--- src/rtl/lfg_pkg.sv ---
package lfg_pkg;

   localparam logic [7:0] CODE_IDLE      = 8'h3C;
   localparam logic [7:0] CODE_SOF_BASE  = 8'h40;
   localparam logic [7:0] CODE_EOF_PLAIN = 8'h50;
   localparam logic [7:0] CODE_EOF_SYNC  = 8'h51;
   localparam logic [31:0] CRC_POLY      = 32'h04C11DB7;

   typedef enum logic [2:0] {
      SEL_IDLE,
      SEL_SOF,
      SEL_DATA,
      SEL_CRC,
      SEL_EOF
   } sel_e;

   typedef enum logic [1:0] {
      ST_GAP,
      ST_DATA,
      ST_CRC,
      ST_EOF
   } st_e;

   function automatic logic [7:0] sof_code(input logic p1, input logic p2, input logic d);
      return CODE_SOF_BASE | {5'b0, p1, p2, d};
   endfunction

endpackage

--- src/rtl/lfg_crc.sv ---
module lfg_crc #(
   parameter int          WORD_W = 32,
   parameter logic [31:0] POLY   = 32'h04C11DB7
) (
   input  logic              clk,
   input  logic              rst_n,
   input  logic              init,
   input  logic              upd,
   input  logic [WORD_W-1:0] din,
   output logic [31:0]       crc_q
);

   logic [31:0] crc_nxt;

   // Bit-serial division unrolled over one word, MSB first.
   always_comb begin
      logic [31:0] c;
      logic        fb;
      c = crc_q;
      for (int i = WORD_W - 1; i >= 0; i--) begin
         fb = c[31] ^ din[i];
         c  = {c[30:0], 1'b0};
         if (fb) c = c ^ POLY;
      end
      crc_nxt = c;
   end

   always_ff @(posedge clk) begin
      if (!rst_n)    crc_q <= '1;
      else if (init) crc_q <= '1;
      else if (upd)  crc_q <= crc_nxt;
   end

endmodule

--- src/rtl/lfg_ctrl.sv ---
module lfg_ctrl
   import lfg_pkg::*;
#(
   parameter int MAX_WORDS   = 512,
   parameter int IDLE_GAP    = 3,
   parameter int CRC_PRESENT = 1
) (
   input  logic clk,
   input  logic rst_n,
   input  logic fifo_empty,
   input  logic data_b0,
   input  logic fifo_sync,
   input  logic remote_go,
   input  logic crc_en,
   input  logic sync_bit0_mode,
   input  logic send_sync,
   output logic fifo_rd,
   output sel_e sel,
   output logic frm_sync,
   output logic crc_init,
   output logic crc_upd
);

   localparam int WCNT_W = $clog2(MAX_WORDS + 1);
   localparam int GAP_W  = $clog2(IDLE_GAP + 1);

   st_e               st, st_n;
   logic [GAP_W-1:0]  gap_cnt, gap_n;
   logic [WCNT_W-1:0] wcnt, wcnt_n;
   logic              fs_n;
   logic              frm_crc, fc_n;
   logic              sync_pend, sync_take;
   logic              word_sync, gap_ok, last_slot, crc_on;

   assign word_sync = sync_bit0_mode ? data_b0 : fifo_sync;
   assign gap_ok    = (gap_cnt == GAP_W'(IDLE_GAP));
   assign last_slot = (wcnt == WCNT_W'(MAX_WORDS - 1));
   assign crc_on    = (CRC_PRESENT != 0) && crc_en;

   always_comb begin
      st_n      = st;
      gap_n     = gap_cnt;
      wcnt_n    = wcnt;
      fs_n      = frm_sync;
      fc_n      = frm_crc;
      sel       = SEL_IDLE;
      fifo_rd   = 1'b0;
      crc_init  = 1'b0;
      crc_upd   = 1'b0;
      sync_take = 1'b0;
      case (st)
         ST_GAP: begin
            if (gap_ok && sync_pend) begin
               // data-less SYNC frame: marker pair only
               sel       = SEL_SOF;
               sync_take = 1'b1;
               fs_n      = 1'b1;
               fc_n      = 1'b0;
               st_n      = ST_EOF;
            end else if (gap_ok && remote_go && !fifo_empty) begin
               sel      = SEL_SOF;
               fs_n     = 1'b0;
               fc_n     = crc_on;
               wcnt_n   = '0;
               crc_init = 1'b1;
               st_n     = ST_DATA;
            end else begin
               sel = SEL_IDLE;
               if (!gap_ok) gap_n = gap_cnt + GAP_W'(1);
            end
         end
         ST_DATA: begin
            if (fifo_empty) begin
               if (frm_crc) begin
                  sel  = SEL_CRC;
                  st_n = ST_EOF;
               end else begin
                  sel   = SEL_EOF;
                  gap_n = '0;
                  st_n  = ST_GAP;
               end
            end else begin
               sel     = SEL_DATA;
               fifo_rd = 1'b1;
               crc_upd = 1'b1;
               wcnt_n  = wcnt + WCNT_W'(1);
               fs_n    = word_sync;
               if (word_sync || last_slot) st_n = frm_crc ? ST_CRC : ST_EOF;
            end
         end
         ST_CRC: begin
            sel  = SEL_CRC;
            st_n = ST_EOF;
         end
         ST_EOF: begin
            sel   = SEL_EOF;
            gap_n = '0;
            st_n  = ST_GAP;
         end
         default: st_n = ST_GAP;
      endcase
   end

   always_ff @(posedge clk) begin
      if (!rst_n) begin
         st        <= ST_GAP;
         gap_cnt   <= '0;
         wcnt      <= '0;
         frm_sync  <= 1'b0;
         frm_crc   <= 1'b0;
         sync_pend <= 1'b0;
      end else begin
         st        <= st_n;
         gap_cnt   <= gap_n;
         wcnt      <= wcnt_n;
         frm_sync  <= fs_n;
         frm_crc   <= fc_n;
         sync_pend <= send_sync | (sync_pend & ~sync_take);
      end
   end

endmodule

--- src/rtl/lfg_outmux.sv ---
module lfg_outmux
   import lfg_pkg::*;
#(
   parameter int WORD_W = 32
) (
   input  logic              clk,
   input  logic              rst_n,
   input  sel_e              sel,
   input  logic              pio1,
   input  logic              pio2,
   input  logic              dir,
   input  logic              frm_sync,
   input  logic [WORD_W-1:0] data,
   input  logic [31:0]       crc,
   output logic [WORD_W-1:0] tx_word,
   output logic              tx_k
);

   logic [WORD_W-1:0] w_n;
   logic              k_n;

   always_comb begin
      w_n = WORD_W'(CODE_IDLE);
      k_n = 1'b1;
      case (sel)
         SEL_SOF:  w_n = WORD_W'(sof_code(pio1, pio2, dir));
         SEL_DATA: begin w_n = data;          k_n = 1'b0; end
         SEL_CRC:  begin w_n = WORD_W'(crc);  k_n = 1'b0; end
         SEL_EOF:  w_n = frm_sync ? WORD_W'(CODE_EOF_SYNC) : WORD_W'(CODE_EOF_PLAIN);
         default:  w_n = WORD_W'(CODE_IDLE);
      endcase
   end

   always_ff @(posedge clk) begin
      if (!rst_n) begin
         tx_word <= WORD_W'(CODE_IDLE);
         tx_k    <= 1'b1;
      end else begin
         tx_word <= w_n;
         tx_k    <= k_n;
      end
   end

endmodule

--- src/rtl/lfg_framer.sv ---
module lfg_framer
   import lfg_pkg::*;
#(
   parameter int WORD_W      = 32,
   parameter int MAX_WORDS   = 512,
   parameter int IDLE_GAP    = 3,
   parameter int CRC_PRESENT = 1
) (
   input  logic              clk,
   input  logic              rst_n,
   input  logic              fifo_empty,
   input  logic [WORD_W-1:0] fifo_data,
   input  logic              fifo_sync,
   output logic              fifo_rd,
   input  logic              remote_go,
   input  logic              send_sync,
   input  logic              pio1,
   input  logic              pio2,
   input  logic              dir,
   input  logic              crc_en,
   input  logic              sync_bit0_mode,
   output logic [WORD_W-1:0] tx_word,
   output logic              tx_k
);

   generate
      if (WORD_W < 32) begin : g_bad_width
         $error("lfg_framer: WORD_W must be at least 32");
      end
      if (MAX_WORDS < 1) begin : g_bad_len
         $error("lfg_framer: MAX_WORDS must be at least 1");
      end
      if (IDLE_GAP < 1) begin : g_bad_gap
         $error("lfg_framer: IDLE_GAP must be at least 1");
      end
   endgenerate

   sel_e        sel;
   logic        frm_sync;
   logic        crc_init;
   logic        crc_upd;
   logic [31:0] crc_val;

   lfg_ctrl #(
      .MAX_WORDS  (MAX_WORDS),
      .IDLE_GAP   (IDLE_GAP),
      .CRC_PRESENT(CRC_PRESENT)
   ) u_ctrl (
      .clk           (clk),
      .rst_n         (rst_n),
      .fifo_empty    (fifo_empty),
      .data_b0       (fifo_data[0]),
      .fifo_sync     (fifo_sync),
      .remote_go     (remote_go),
      .crc_en        (crc_en),
      .sync_bit0_mode(sync_bit0_mode),
      .send_sync     (send_sync),
      .fifo_rd       (fifo_rd),
      .sel           (sel),
      .frm_sync      (frm_sync),
      .crc_init      (crc_init),
      .crc_upd       (crc_upd)
   );

   generate
      if (CRC_PRESENT != 0) begin : g_crc
         lfg_crc #(
            .WORD_W(WORD_W),
            .POLY  (CRC_POLY)
         ) u_crc (
            .clk  (clk),
            .rst_n(rst_n),
            .init (crc_init),
            .upd  (crc_upd),
            .din  (fifo_data),
            .crc_q(crc_val)
         );
      end else begin : g_nocrc
         assign crc_val = '0;
      end
   endgenerate

   lfg_outmux #(
      .WORD_W(WORD_W)
   ) u_out (
      .clk     (clk),
      .rst_n   (rst_n),
      .sel     (sel),
      .pio1    (pio1),
      .pio2    (pio2),
      .dir     (dir),
      .frm_sync(frm_sync),
      .data    (fifo_data),
      .crc     (crc_val),
      .tx_word (tx_word),
      .tx_k    (tx_k)
   );

endmodule

--- config.mk ---
export PLATFORM = sky130hd
export DESIGN_NAME = lfg_framer
export DESIGN_NICKNAME = d
export VERILOG_FILES = /design/src/rtl/lfg_pkg.sv /design/src/rtl/lfg_crc.sv /design/src/rtl/lfg_ctrl.sv /design/src/rtl/lfg_outmux.sv /design/src/rtl/lfg_framer.sv
export SDC_FILE = /design/constraint.sdc
export NUM_CORES = 1
export LEC_CHECK = 0
export ABC_AREA = 1
export ABC_CLOCK_PERIOD_IN_PS = 8000
export BUFFER_PORTS_ARGS = -buffer_cell sky130_fd_sc_hd__buf_4
export CAP_MARGIN = 20
export CORE_UTILIZATION = 55
export DETAILED_ROUTE_END_ITERATION = 7
export GPL_TIMING_DRIVEN = 0
export PLACE_DENSITY = 0.76
export SYNTH_ARGS = -nofsm -noshare
export SYNTH_HDL_FRONTEND = slang
export SYNTH_SLANG_ARGS = --single-unit
export TNS_END_PERCENT = 5
--- constraint.sdc ---
create_clock -name clk -period 8 [get_ports clk]
set_clock_uncertainty 0.15 [all_clocks]
set_input_delay 1.2 -clock clk [delete_from_list [all_inputs] [get_ports clk]]
set_output_delay 1.2 -clock clk [all_outputs]
set_load 0.05 [all_outputs]
# Word level (Yosys, flattened, before mapping)
# Cells that the tools add are included.
# totals
register_bits	82
wordCells	184
output_inout_bits	34
# op_classes
eq_ne	18
muxes	71
n_reduce_logical	16
n_bitwise	68
n_addsub	2
# op_table
op	n
$mux W27	32
$not A14 Y14	32
$pmux W32 S4	1
$xor A1 B1 Y1	32
$mux W10	3
$mux W2	10
$pmux W10 S2	1
$mux W1	17
$ne A2 B2 Y1 const B	6
$pmux W3 S4	1
$add A10 B1 Y10 const B	1
$eq A10 B9 Y1 const B	1
$mux W3	3
$pmux W2 S4	1
$eq A2 B2 Y1 const B	3
$eq A3 B2 Y1 const B	2
$pmux W2 S3	1
$reduce_and A6 Y1	1
$reduce_and A2 Y1	2
$reduce_and A4 Y1	1
$reduce_bool A2 Y1	2
$reduce_or A2 Y1	2
$eq A3 B1 Y1 const B	1
$eq A3 B3 Y1 const B	1
other kinds (15)	18

# Longest topological paths before layout
# Gate-level depths: netlist of run 1.
# logic_depth
depth_word	64
mapped_depth	31

# Cells and area by module
# Synthesis of run 1 repeated with hierarchy kept, for this count alone.
# hier_totals
cells_unflattened	1427
hier_area_um2	8478.1
# by_module_without_submodules
mod	cells_each	area_per_inst_um2	instances	seq_area_each_um2
lfg_crc	1103	6187.2	1	640.6
lfg_outmux	172	1288.7	1	660.6
lfg_ctrl	152	1002.2	1	340.3

# Worst setup path before layout of run 1
# Ideal clock, no wire load.
# synth_path
kind	in2reg
startpoint	input fifo_data[30]
endpoint	register g_crc.u_crc.crc_q[4]
cell_stages	26
n_path_buf	0
setup_slack_ns	4.289
required_time_ns	7.735
arrival_ns	3.447
cell_sequence	inv_1 > nand2_1 > nand2_2 > nand3_2 > nand2_4 > inv_4 > nand2_2 > nand2_4 > nand2_2 > nand2_1 > nand2_4 > nand2_8 > nand2_1 > nand3_1 > nand2_4 > nand2_1 > nand2_1 > nand2_1 > nand2_2 > nand2_1 > nand2_2 > nand2_1 > nand2_1 > nand2_1 > nand3_1 > nand2_1
# synth_via
elab_chain_len	39
# synth_lines
element	line_no	text
start: declaration	lfg_framer.sv:12	input logic [WORD_W-1:0] fifo_data,
$xor A1 B1 Y1 (*)	lfg_crc.sv:21	fb = c[31] ^ din[i];
$mux W27 (*)	lfg_crc.sv:23	if (fb) c = c ^ POLY;
$mux W27 / $not A14 Y14 (equally long branches)	--	
$not A14 Y14 (no source line) / $mux W27 (equally long branches)	--	
$mux W27	lfg_crc.sv:23	
$not A14 Y14 (no source line)	--	
$mux W27	lfg_crc.sv:23	
$mux W27 / $not A14 Y14 (equally long branches)	--	
[... 23 more ...]	--	
$mux W27 / $not A14 Y14 (equally long branches)	--	
$xor A1 B1 Y1 (tied with other cells)	lfg_crc.sv:21	
$mux W27	lfg_crc.sv:23	
$not A14 Y14 (no source line) (tied with other cells)	--	
$mux W27 / $not A14 Y14 (equally long branches)	--	
$mux W27	lfg_crc.sv:23	
$not A14 Y14 (no source line) / $xor A1 B1 Y1 (equally long branches)	--	
$mux W27 (*)	lfg_crc.sv:23	
end signal: assignment	lfg_crc.sv:31	else if (upd) crc_q <= crc_nxt;
end: declaration	lfg_crc.sv:10	output logic [31:0] crc_q
# Mark *: on every way between the ends. The rest lies on a longest branch, timed or not.
# A chain may end at the register's enable or synchronous reset.

# Worst setup path after layout of run 1
# layout_path
startpoint	input fifo_data[29]
endpoint	register g_crc.u_crc.crc_q[22]
# layout_via
elab_chain_len	37
# layout_lines
element	line_no
$xor A1 B1 Y1 (*)	lfg_crc.sv:21
$mux W27 (*)	lfg_crc.sv:23
$mux W27 (2 in a row)	lfg_crc.sv:23
$not A14 Y14 (no source line)	--
$mux W27	lfg_crc.sv:23
$xor A1 B1 Y1	lfg_crc.sv:21
$mux W27 (2 in a row)	lfg_crc.sv:23
$not A14 Y14 (no source line)	--
[... 13 more ...]	--
$not A14 Y14 (no source line)	--
$mux W27	lfg_crc.sv:23
$mux W27 (*) (3 in a row)	lfg_crc.sv:23
$not A14 Y14 (no source line)	--
$mux W27 (*)	lfg_crc.sv:23
$mux W27 (5 in a row)	lfg_crc.sv:23
$not A14 Y14 (no source line)	--
$mux W27 (*)	lfg_crc.sv:23
# Marked as above.

==> impl_metrics.py, run 1 <==
metrics = {
    "clock_network": {
        "clock_path_buffers": 2,
        "cts_tree": "done",
        "cts_buffers": 9,
        "htree_levels": 3,
        "clock_latency_ns": 0.35,
        "cts.sinks": 82,
        "cts_resized": 0,
        "path_clk_slew_ns": 0.06,
        "clk_root_buffer_cell": "clkbuf_16",
        "cts_setup_buffers": 0,
        "cts_hold_buf": 0,
    },
    "sta": {
        "finalHoldWorstSlack_ns": 0.304,
        "tns_ns": 0,
        "hold_violations": 0,
        "fmax_mhz": 229,
        "slew_violations": 0,
        "setup_viol": 0,
        "fin_crit_sh_pct": 54.6,
        "max-slew-margin-rel_pct": 47.9,
        "tightest_slew_ns": 0.777,
        "period_needed_ns": 4.37,
        "rsz0062_at_grt": "no",
    },
    "yosys": {
        "ys_types": 43,
        "synth-seq-area-share_pct": 20.4,
        "ys_warn_count": 0,
        "syn_inst": 1327,
        "async_flop_share_pct": 0,
        "synth-edff-count": 0,
        "synth-seq-cells": 82,
        "yosys_most_used_dff": "dfxtp_1",
        "syn-num-nets": 1375,
        "syn-cell-area_mm2": 0.00804,
        "syn_area_per_cell_um2": 6.06,
    },
    "finish": {
        "synthToLayoutAreaGrowth_pct": 14.0,
        "utilization_pct": 65.2,
        "drive_above_1_share_pct": 16.9,
        "nets": 1462,
        "final_area_mm2": 0.00916,
        "n_antenna_cell": 0,
    },
    "setup_path": {
        "cp.required_ns": 8.09,
        "critPathKind": "primary input to register",
        "r2r_setup_slack_ns": 4.19,
        "critPathMaxFanout": 8,
        "r2r_cells": 27,
        "arrival_ns": 4.46,
        "rr_startpoint": "g_crc.u_crc.crc_q[29]$_SDFFE_PP1P_",
        "endpoint_kind": "register",
        "r2r-end": "g_crc.u_crc.crc_q[7]$_SDFFE_PP1P_",
        "crit_path_start_kind": "primary input",
    },
    "drt": {
        "drt-vias-per-instance": 5.49,
        "via_count": 8779,
        "ant_nets": 0,
        "drtIter0Drc": 800,
        "drt-pass1-iter-count": 6,
        "route.detailed.drc": 0,
        "wl_per_cell_um": 16.0,
        "routed_wl_um": 25600,
    },
    "power_and_ir_drop": {
        "power.leakage_nw": 4.86,
        "power_density_mw_per_mm2": 457,
        "vdd_ir_drop_max_v": 0.000421,
        "finalPower_mw": 4.19,
    },
    "min_path": {
        "hold_class": "register to register",
        "worstHoldStart": "u_ctrl.wcnt[9]$_SDFFE_PN0P_",
        "min_to": "u_ctrl.wcnt[9]$_SDFFE_PN0P_",
        "hold_depth": 1,
    },
    "place": {
        "port_buffers": 76,
        "dp_hpwl_um": 21000,
        "gp_congestion": 0.951,
        "place_area_mm2": 0.00883,
    },
    "floorplanning": {
        "num_io_pins": 77,
        "die_h_um": 123,
        "dieWidth_um": 123,
        "start_util_pct": 57.2,
        "core_mm2": 0.0140,
        "die_area_mm2": 0.0151,
        "rows": 43,
    },
    "global_route": {
        "grt_max_degree": 16,
        "overflow": 0,
        "grt_first_pass_wirelength_um": 39600,
        "antenna_found_initial": 0,
        "first_global_vias": 7634,
        "grt.total_usage_pct": 35.2,
    },
    "outcome": {
        "status": "finished, final reports clean",
    },
    "flow_run": {
        "cap_violations": 0,
    },
}
[routing by layer]
metal	vias up	global-route usage, %	routed length (um)
met5	-	0	0
met4	0	16.3	1260
met3	89	5.58	2370
met2	375	57.2	11500
met1	3954	45.7	10500
li1	4361	-	-
[flip-flops by register name, summed over array words and instances, names as in the netlist]
name and cells:
g_crc.u_crc.crc_q 32, u_out.tx_word 32, u_ctrl.wcnt 10, u_ctrl.gap_cnt 2
u_ctrl.st 2, u_ctrl.frm_crc 1, u_ctrl.frm_sync 1, u_ctrl.sync_pend 1
u_out.tx_k 1
[area by class of cell]
type,instances,area [um2]
fillers,1340,4880
plain buffers,20,90.1
multi-input cells,1045,5620
flip-flops and latches,82,1640
inverters,180,688
repair buffers,76,571
clock buffers,10,229
well taps,180,225
clock inverters,6,97.6
[kinds of logic (layout without fill, tap and decap cells)]
family / count (synthesis) / count (layout) / synth area share [%]
AOI/OAI and AO/OA: 121 / 121 / 8.39
xor gates and xnor gates: 127 / 127 / 15.1
adders and majority gates: 5 / 5 / 0.778
buffers and inverters: 200 / 292 / 9.68
DFF: 82 / 82 / 20.4
and+or+nand+nor: 792 / 792 / 45.6
[how the worst max path moves through the flow]
stage	startpoint	end	slack, ns	depth (start not counted)
after CTS	fifo_data[29]	g_crc.u_crc.crc_q[16]$_SDFFE_PP1P_	3.76	24
final	fifo_data[29]	g_crc.u_crc.crc_q[22]$_SDFFE_PP1P_	3.63	20
after floorplan	fifo_data[30]	g_crc.u_crc.crc_q[4]$_SDFFE_PP1P_	4.29	26
after global routing	fifo_data[29]	g_crc.u_crc.crc_q[16]$_SDFFE_PP1P_	3.45	24
after detailed placement	fifo_data[29]	g_crc.u_crc.crc_q[16]$_SDFFE_PP1P_	3.42	24
after global placement	fifo_data[29]	g_crc.u_crc.crc_q[16]$_SDFFE_PP1P_	3.45	24
[report_power, final]
part | switching [mW] | internal [mW] | total, mW
logic | 2.20 | 1.06 | 3.27
registers | 0.0260 | 0.438 | 0.464
clock network | 0.176 | 0.278 | 0.453
[critical path: stages]
cell     delay, ns
buf_4         0.12
inv_1         0.08
nand2_1       0.06
nand2_1       0.30
nand2_1       0.11
nand2_2       0.23
nand2_1       0.13
nand2_1       0.10
nand2_1       0.05
nand2_1       0.18
inv_1         0.09
nand2_1       0.08
nand2_2       0.14
nand2_1       0.14
nand2_1       0.20
xor2_1        0.50
xor2_1        0.15
or2_2         0.32
a21oi_1       0.19
o21ai_1       0.09
[stage by stage]
stage | std cells | setup WS, ns
4_1_cts | 1599 | 3.76
6_report | 1599 | 3.63
2_1_floorplan | 1327 | 4.29
5_1_grt | 1599 | 3.45
3_3_place_gp | 1583 | 3.45
3_5_place_dp | 1583 | 3.42
[cells in the mapped netlist, types with 3 or more instances]
cell / instances / share of area, %
or2_2: 6 / 0.47
nand3b_1: 4 / 0.37
nand2_8: 3 / 0.75
clkinv_1: 3 / 0.14
xor2_4: 3 / 1.0
nand3_1: 161 / 10
inv_2: 32 / 1.5
xor2_1: 102 / 11
inv_1: 141 / 6.6
nand3_2: 8 / 1.0
nor2_1: 49 / 2.3
ha_1: 5 / 0.78
nand2_1: 463 / 22
xnor2_1: 16 / 1.7
dfxtp_1: 82 / 20
o22ai_1: 20 / 1.6
o211ai_1: 5 / 0.47
xor2_2: 4 / 0.81
o21ai_0: 21 / 1.3
nand2_2: 58 / 4.5
nor3_1: 9 / 0.56
a21oi_1: 56 / 3.5
clkbuf_1: 15 / 0.70
o21ai_1: 10 / 0.62
inv_4: 3 / 0.23
nand2_4: 23 / 3.2
[cell usage in the layout (no fill, tap or decap), types with 2 or more instances in the layout]
cell and instances:
nand2_1 463, nand3_1 161, inv_1 141, xor2_1 102
dfxtp_1 82, buf_4 78, nand2_2 58, a21oi_1 56
nor2_1 49, inv_2 32, nand2_4 23, o21ai_0 21
o22ai_1 20, xnor2_1 16, clkbuf_1 16, o21ai_1 10
nor3_1 9, clkbuf_16 9, nand3_2 8, or2_2 6
o211ai_1 5, ha_1 5, nand3b_1 4, xor2_2 4
xor2_4 3, clkinv_1 3, inv_4 3, nand2_8 3
xnor2_2 2, or2_1 2, nor4_1 2, a211oi_1 2
nand4_1 2, o2111ai_1 2, buf_2 2, inv_6 2
bufinv_16 2, clkinv_4 2
No activity file was read; power rests on OpenSTA's default activity.
==> run 2, diff against run 1 <==
--- a/config.mk
+++ b/config.mk
@@ -6,13 +6,13 @@
 export NUM_CORES = 1
 export LEC_CHECK = 0
 export ABC_AREA = 1
-export ABC_CLOCK_PERIOD_IN_PS = 8000
+export ABC_CLOCK_PERIOD_IN_PS = 3900
 export BUFFER_PORTS_ARGS = -buffer_cell sky130_fd_sc_hd__buf_4
 export CAP_MARGIN = 20
 export CORE_UTILIZATION = 55
 export DETAILED_ROUTE_END_ITERATION = 7
 export GPL_TIMING_DRIVEN = 0
-export PLACE_DENSITY = 0.76
+export PLACE_DENSITY = 0.79
 export SYNTH_ARGS = -nofsm -noshare
 export SYNTH_HDL_FRONTEND = slang
 export SYNTH_SLANG_ARGS = --single-unit
==> constraint.sdc (replaced) <==
create_clock -name clk -period 3.9 [get_ports clk]
set_clock_uncertainty 0.15 [all_clocks]
set_input_delay 0.585 -clock clk [delete_from_list [all_inputs] [get_ports clk]]
set_output_delay 0.585 -clock clk [all_outputs]
set_load 0.05 [all_outputs]
==> run 2 against run 1 <==
Net effect: first-iteration DRC count grew 11%; non-clock buffer count is the same; critical path type unchanged; clock power grew 96%; critical path depth grew 7; highest routed layer unchanged; critical endpoint is now g_crc.u_crc.crc_q[4]$_SDFFE_PP1P_; core utilization grew 0.089 points; sequential cell count is the same.
==> impl_metrics.py, run 2 (synthesis gave the netlist of run 1 again) <==
metrics = {
    "global_route": {
        "first_global_vias": 7623,
        "grt_first_pass_wirelength_um": 39700,
        "grt_max_degree": 15,
        "overflow": 0,
        "grt.total_usage_pct": 35.3,
        "antenna_found_initial": 0,
    },
    "finish": {
        "synthToLayoutAreaGrowth_pct": 14.1,
        "utilization_pct": 65.3,
        "drive_above_1_share_pct": 17.6,
        "final_area_mm2": 0.00917,
        "nets": 1462,
        "reg_top3": "g_crc.u_crc.crc_q: 32 flops, u_out.tx_word: 32 flops, u_ctrl.wcnt: 10 flops",
        "n_antenna_cell": 0,
        "nFillCells": 1330,
        "final_cell_mix": "459 x nand2_1, 160 x nand3_1, 141 x inv_1",
        "final_common_cell": "nand2_1",
    },
    "floorplanning": {
        "rows": 43,
        "core_mm2": 0.0140,
        "start_util_pct": 57.2,
        "die_h_um": 123,
        "dieWidth_um": 123,
        "num_io_pins": 77,
        "die_area_mm2": 0.0151,
    },
    "sta": {
        "period_needed_ns": 3.66,
        "tightest_slew_ns": 0.675,
        "slew_violations": 0,
        "hold_violations": 0,
        "fmax_mhz": 273,
        "fin_crit_sh_pct": 93.9,
        "setup_viol": 0,
        "max-slew-margin-rel_pct": 55.0,
    },
    "clock_network": {
        "clock_latency_ns": 0.35,
        "clock_path_buffers": 2,
        "cts_buffers": 9,
        "cts_tree": "done",
        "cts.sinks": 82,
        "clk_root_buffer_cell": "clkbuf_16",
        "path_clk_slew_ns": 0.06,
        "htree_levels": 3,
    },
    "power_and_ir_drop": {
        "p_seq_share_pct": 11.1,
        "switching_share_pct": 57.9,
        "combPwrFrac_pct": 78.6,
        "clockPowerShare_pct": 10.3,
        "p_int_mw": 3.62,
        "power_density_mw_per_mm2": 937,
        "vdd_ir_drop_max_v": 0.00109,
        "power.leakage_nw": 4.85,
        "netSwitchingPower_mw": 4.98,
    },
    "drt": {
        "drt-vias-per-instance": 5.48,
        "drt-pass1-iter-count": 6,
        "route.detailed.drc": 0,
        "ant_nets": 0,
        "via_count": 8766,
        "drtIter0Drc": 885,
        "routed_wl_um": 26200,
        "wl_per_cell_um": 16.4,
    },
    "place": {
        "place_area_mm2": 0.00883,
        "port_buffers": 76,
        "dp_hpwl_um": 21300,
        "gp_congestion": 0.991,
    },
    "setup_path": {
        "r2r_setup_slack_ns": 0.25,
        "endpoint_kind": "register",
        "critPathMaxFanout": 8,
        "cp.required_ns": 3.99,
        "critPathKind": "primary input to register",
        "crit_path_start_kind": "primary input",
        "arrival_ns": 3.75,
    },
    "min_path": {
        "hold_class": "primary input to register",
    },
    "outcome": {
        "status": "finished, final reports clean",
    },
    "flow_run": {
        "cap_violations": 0,
    },
}
[run 2: worst max-delay path, stage by stage]
cell	delay, ns
buf_4	0.12
inv_1	0.08
nand2_1	0.07
nand2_2	0.20
nand2_1	0.12
nand2_2	0.17
nand2_1	0.12
nand3_1	0.16
nand2_4	0.12
inv_2	0.13
nand2_1	0.11
nand2_2	0.16
nand2_1	0.07
nand2_1	0.09
nand2_1	0.12
nand2_4	0.14
nand2_1	0.06
nand3_1	0.08
nand2_2	0.18
inv_1	0.16
nand2_1	0.07
nand2_2	0.12
nand2_1	0.11
nand2_1	0.12
nand2_1	0.06
nand3_1	0.11
nand2_1	0.07
[run 2: path summary, 6_finish.rpt]
kind	startpoint	to	cells past startpoint
max	fifo_data[29]	g_crc.u_crc.crc_q[4]$_SDFFE_PP1P_	27
min	send_sync	u_ctrl.sync_pend$_SDFF_PN0_	3
max reg2reg	g_crc.u_crc.crc_q[29]$_SDFFE_PP1P_	g_crc.u_crc.crc_q[4]$_SDFFE_PP1P_	27
min reg2reg	u_ctrl.wcnt[9]$_SDFFE_PN0P_	u_ctrl.wcnt[9]$_SDFFE_PN0P_	1
[run 2: layout make-up]
type | count | area, um2 | area share [%]
Buffer | 20 | 90.1 | 0.982
Clock buffer | 12 | 256 | 2.80
Clock inverter | 4 | 56.3 | 0.614
Inverter | 180 | 688 | 7.50
Multi-Input combinational cell | 1045 | 5640 | 61.5
Sequential cell | 82 | 1650 | 18.0
Tap cell | 180 | 225 | 2.45
Timing Repair Buffer | 76 | 571 | 6.22
[run 2: power groups by stage]
stage	clock, mW	combinational (mW)	sequential, mW
after floorplan	0	5.09	1.02
after global placement	0	6.47	0.966
after detailed placement	0	6.56	0.969
after CTS	0.895	6.60	0.951
after global routing	0.942	7.43	0.959
final	0.890	6.76	0.955
[run 2: what timing repair did]
item	CTS	global route
hold buffers	0	0
endpoints found under the setup margin	0	26
gates resized for setup	0	11
setup buffers	0	0
endpoints found under the hold margin	0	0
[run 2: through the flow]
| step | std cells | setup TNS, ns | setup WS (ns) | hold slack (ns) | total power, mW |
|---|---|---|---|---|---|
| CTS | 1599 | 0 | 0.114 | 0.294 | 8.45 |
| global route | 1599 | -0.000671 | -0.000671 | 0.313 | 9.33 |
| floorplan | 1327 | 0 | 0.804 | 0.273 | 6.11 |
| finish | 1599 | 0 | 0.240 | 0.291 | 8.60 |
| global placement | 1583 | -0.398 | -0.102 | 0.295 | 7.43 |
| detailed placement | 1583 | -0.843 | -0.141 | 0.294 | 7.53 |
[run 2: routing by layer]
| layer | vias to the layer above | wire length [um] | GRT usage, % |
|---|---|---|---|
| met5 | - | 0 | 0 |
| met4 | 0 | 1290 | 16.2 |
| met3 | 74 | 2350 | 7.61 |
| met2 | 368 | 11500 | 56.1 |
| met1 | 3977 | 11000 | 45.5 |
| li1 | 4347 | - | - |
==> run 3, diff against run 2 <==
--- a/config.mk
+++ b/config.mk
@@ -13,6 +13,7 @@
 export DETAILED_ROUTE_END_ITERATION = 7
 export GPL_TIMING_DRIVEN = 0
 export PLACE_DENSITY = 0.79
+export SETUP_SLACK_MARGIN = 0.4
 export SYNTH_ARGS = -nofsm -noshare
 export SYNTH_HDL_FRONTEND = slang
 export SYNTH_SLANG_ARGS = --single-unit
==> run 3 against run 2 <==
Net effect: wire length is 2.5% higher; final cell count is 1.8% higher; sequential power hardly changed; global-route usage is 0.079 points higher; via count is 1.5% higher; largest power group unchanged; core utilization is 3.5 points higher; sequential cell count stayed put; clock power hardly changed; final area is 5.4% higher; combinational power is 7.5% higher; die area stayed put; count of clock-buffer cells in the layout stayed put.
==> impl_metrics.py, run 3 (synthesis gave the netlist of run 1 again) <==
metrics = {
    "outcome": {
        "status": "finished, final reports clean",
    },
    "drt": {
        "route.detailed.drc": 0,
        "drt-pass1-iter-count": 6,
        "ant_nets": 0,
        "via_count": 8901,
        "wl_per_cell_um": 16.5,
        "drtIter0Drc": 853,
        "routed_wl_um": 26800,
        "drt-vias-per-instance": 5.47,
    },
    "setup_path": {
        "critPathMaxStageDelay_ns": 0.41,
        "endpoint_kind": "register",
        "crit_path_frequent_cell": "nand2_1",
        "cp.required_ns": 3.99,
        "crit_path_start_kind": "register",
        "critPathKind": "register to register",
        "arrival_ns": 3.52,
        "critPathMaxFanout": 7,
        "crit_slowest_cell": "dfxtp_2",
    },
    "place": {
        "port_buffers": 76,
        "dp_cells": 1583,
        "gp_congestion": 0.991,
        "dp_hpwl_um": 21300,
        "preCtsSetupSlack_ns": -0.141,
    },
    "power_and_ir_drop": {
        "power_density_mw_per_mm2": 944,
        "power.leakage_nw": 5.07,
        "vdd_ir_drop_max_v": 0.00110,
    },
    "finish": {
        "final_common_cell": "nand2_1",
        "drive_above_1_share_pct": 21.2,
        "final_cell_mix": "441 x nand2_1, 154 x nand3_1, 141 x inv_1",
        "utilization_pct": 68.8,
        "reg_top3": "g_crc.u_crc.crc_q: 32 flops, u_out.tx_word: 32 flops, u_ctrl.wcnt: 10 flops",
        "synthToLayoutAreaGrowth_pct": 20.2,
        "n_antenna_cell": 0,
        "fin_cells": 1627,
        "nets": 1490,
    },
    "clock_network": {
        "clock_path_buffers": 2,
        "clock_latency_ns": 0.35,
        "path_clk_slew_ns": 0.06,
        "cts.sinks": 82,
        "cts_buffers": 9,
        "htree_levels": 3,
        "cts_hold_buf": 0,
        "clk_root_buffer_cell": "clkbuf_16",
        "cts_tree": "done",
    },
    "global_route": {
        "grt.total_usage_pct": 35.3,
        "overflow": 0,
        "grt_first_pass_wirelength_um": 39800,
        "grt_max_degree": 15,
        "first_global_vias": 7649,
        "antenna_found_initial": 0,
    },
    "sta": {
        "fin_crit_sh_pct": 88.0,
        "fmax_mhz": 291,
        "slew_violations": 0,
        "setup_slack_ns": 0.466,
        "finalHoldWorstSlack_ns": 0.291,
        "period_needed_ns": 3.43,
        "hold_violations": 0,
        "setup_viol": 0,
        "rsz0062_at_grt": "yes",
        "max-slew-margin-rel_pct": 53.4,
        "tightest_slew_ns": 0.698,
        "tns_ns": 0,
    },
    "floorplanning": {
        "start_util_pct": 57.2,
        "die_h_um": 123,
        "dieWidth_um": 123,
        "core_mm2": 0.0140,
        "die_area_mm2": 0.0151,
        "num_io_pins": 77,
        "rows": 43,
    },
    "min_path": {
        "hold_class": "primary input to register",
    },
    "flow_run": {
        "cap_violations": 0,
    },
}
-- run 3: through the flow --
| stage | power, mW | cell area, um2 |
|---|---|---|
| 6_report | 9.12 | 9670 |
| 5_1_grt | 9.84 | 9670 |
| 4_1_cts | 8.46 | 9180 |
| 3_5_place_dp | 7.53 | 8830 |
| 3_3_place_gp | 7.43 | 8830 |
| 2_1_floorplan | 6.11 | 8040 |
-- run 3: final timing paths --
check	start	end	slack, ns	cells after the start
worst max-delay path	g_crc.u_crc.crc_q[30]$_SDFFE_PP1P_	g_crc.u_crc.crc_q[4]$_SDFFE_PP1P_	0.47	27
worst max register to register	g_crc.u_crc.crc_q[30]$_SDFFE_PP1P_	g_crc.u_crc.crc_q[4]$_SDFFE_PP1P_	0.47	27
worst min-delay path	send_sync	u_ctrl.sync_pend$_SDFF_PN0_	0.29	3
worst min register to register	u_ctrl.wcnt[9]$_SDFFE_PN0P_	u_ctrl.wcnt[9]$_SDFFE_PN0P_	0.30	1
-- run 3: timing repair --
| action | 4_1_cts | 5_1_grt |
|---|---|---|
| pin swaps | 0 | 22 |
| setup endpoints to repair | 28 | 30 |
| gates cloned | 0 | 2 |
| gates resized for setup | 12 | 60 |
| buffers inserted | 0 | 26 |
-- run 3: per-layer routing --
metal  vias to the layer above  part of all wire [%]  track usage (%)
met5                         -                     0                0
met4                         0                   4.8             16.5
met3                        78                   8.4             7.61
met2                       398                    44             56.3
met1                      4015                    42             45.5
li1                       4410                     -                -
-- run 3: where the power goes --
group	switching (mW)	internal, mW
clock	0.355	0.537
combinational	4.78	2.50
sequential	0.0571	0.898
-- run 3: final cells by class --
cell class                 count  area (um2)
multi-input combinational   1047        5880
timing repair buffer         102         803
clock buffer                  12         256
inverter                     180         693
clock inverter                 4        56.3
sequential                    82        1660
buffer                        20        93.8
fill                        1274        4380
tap                          180         225
-- run 3: worst max-delay path, delay by kind of cell, from the launching register on --
family	cells	cell delay, ns
buffers and inverters	3	0.30
DFF	1	0.41
and+or+nand+nor	24	2.47
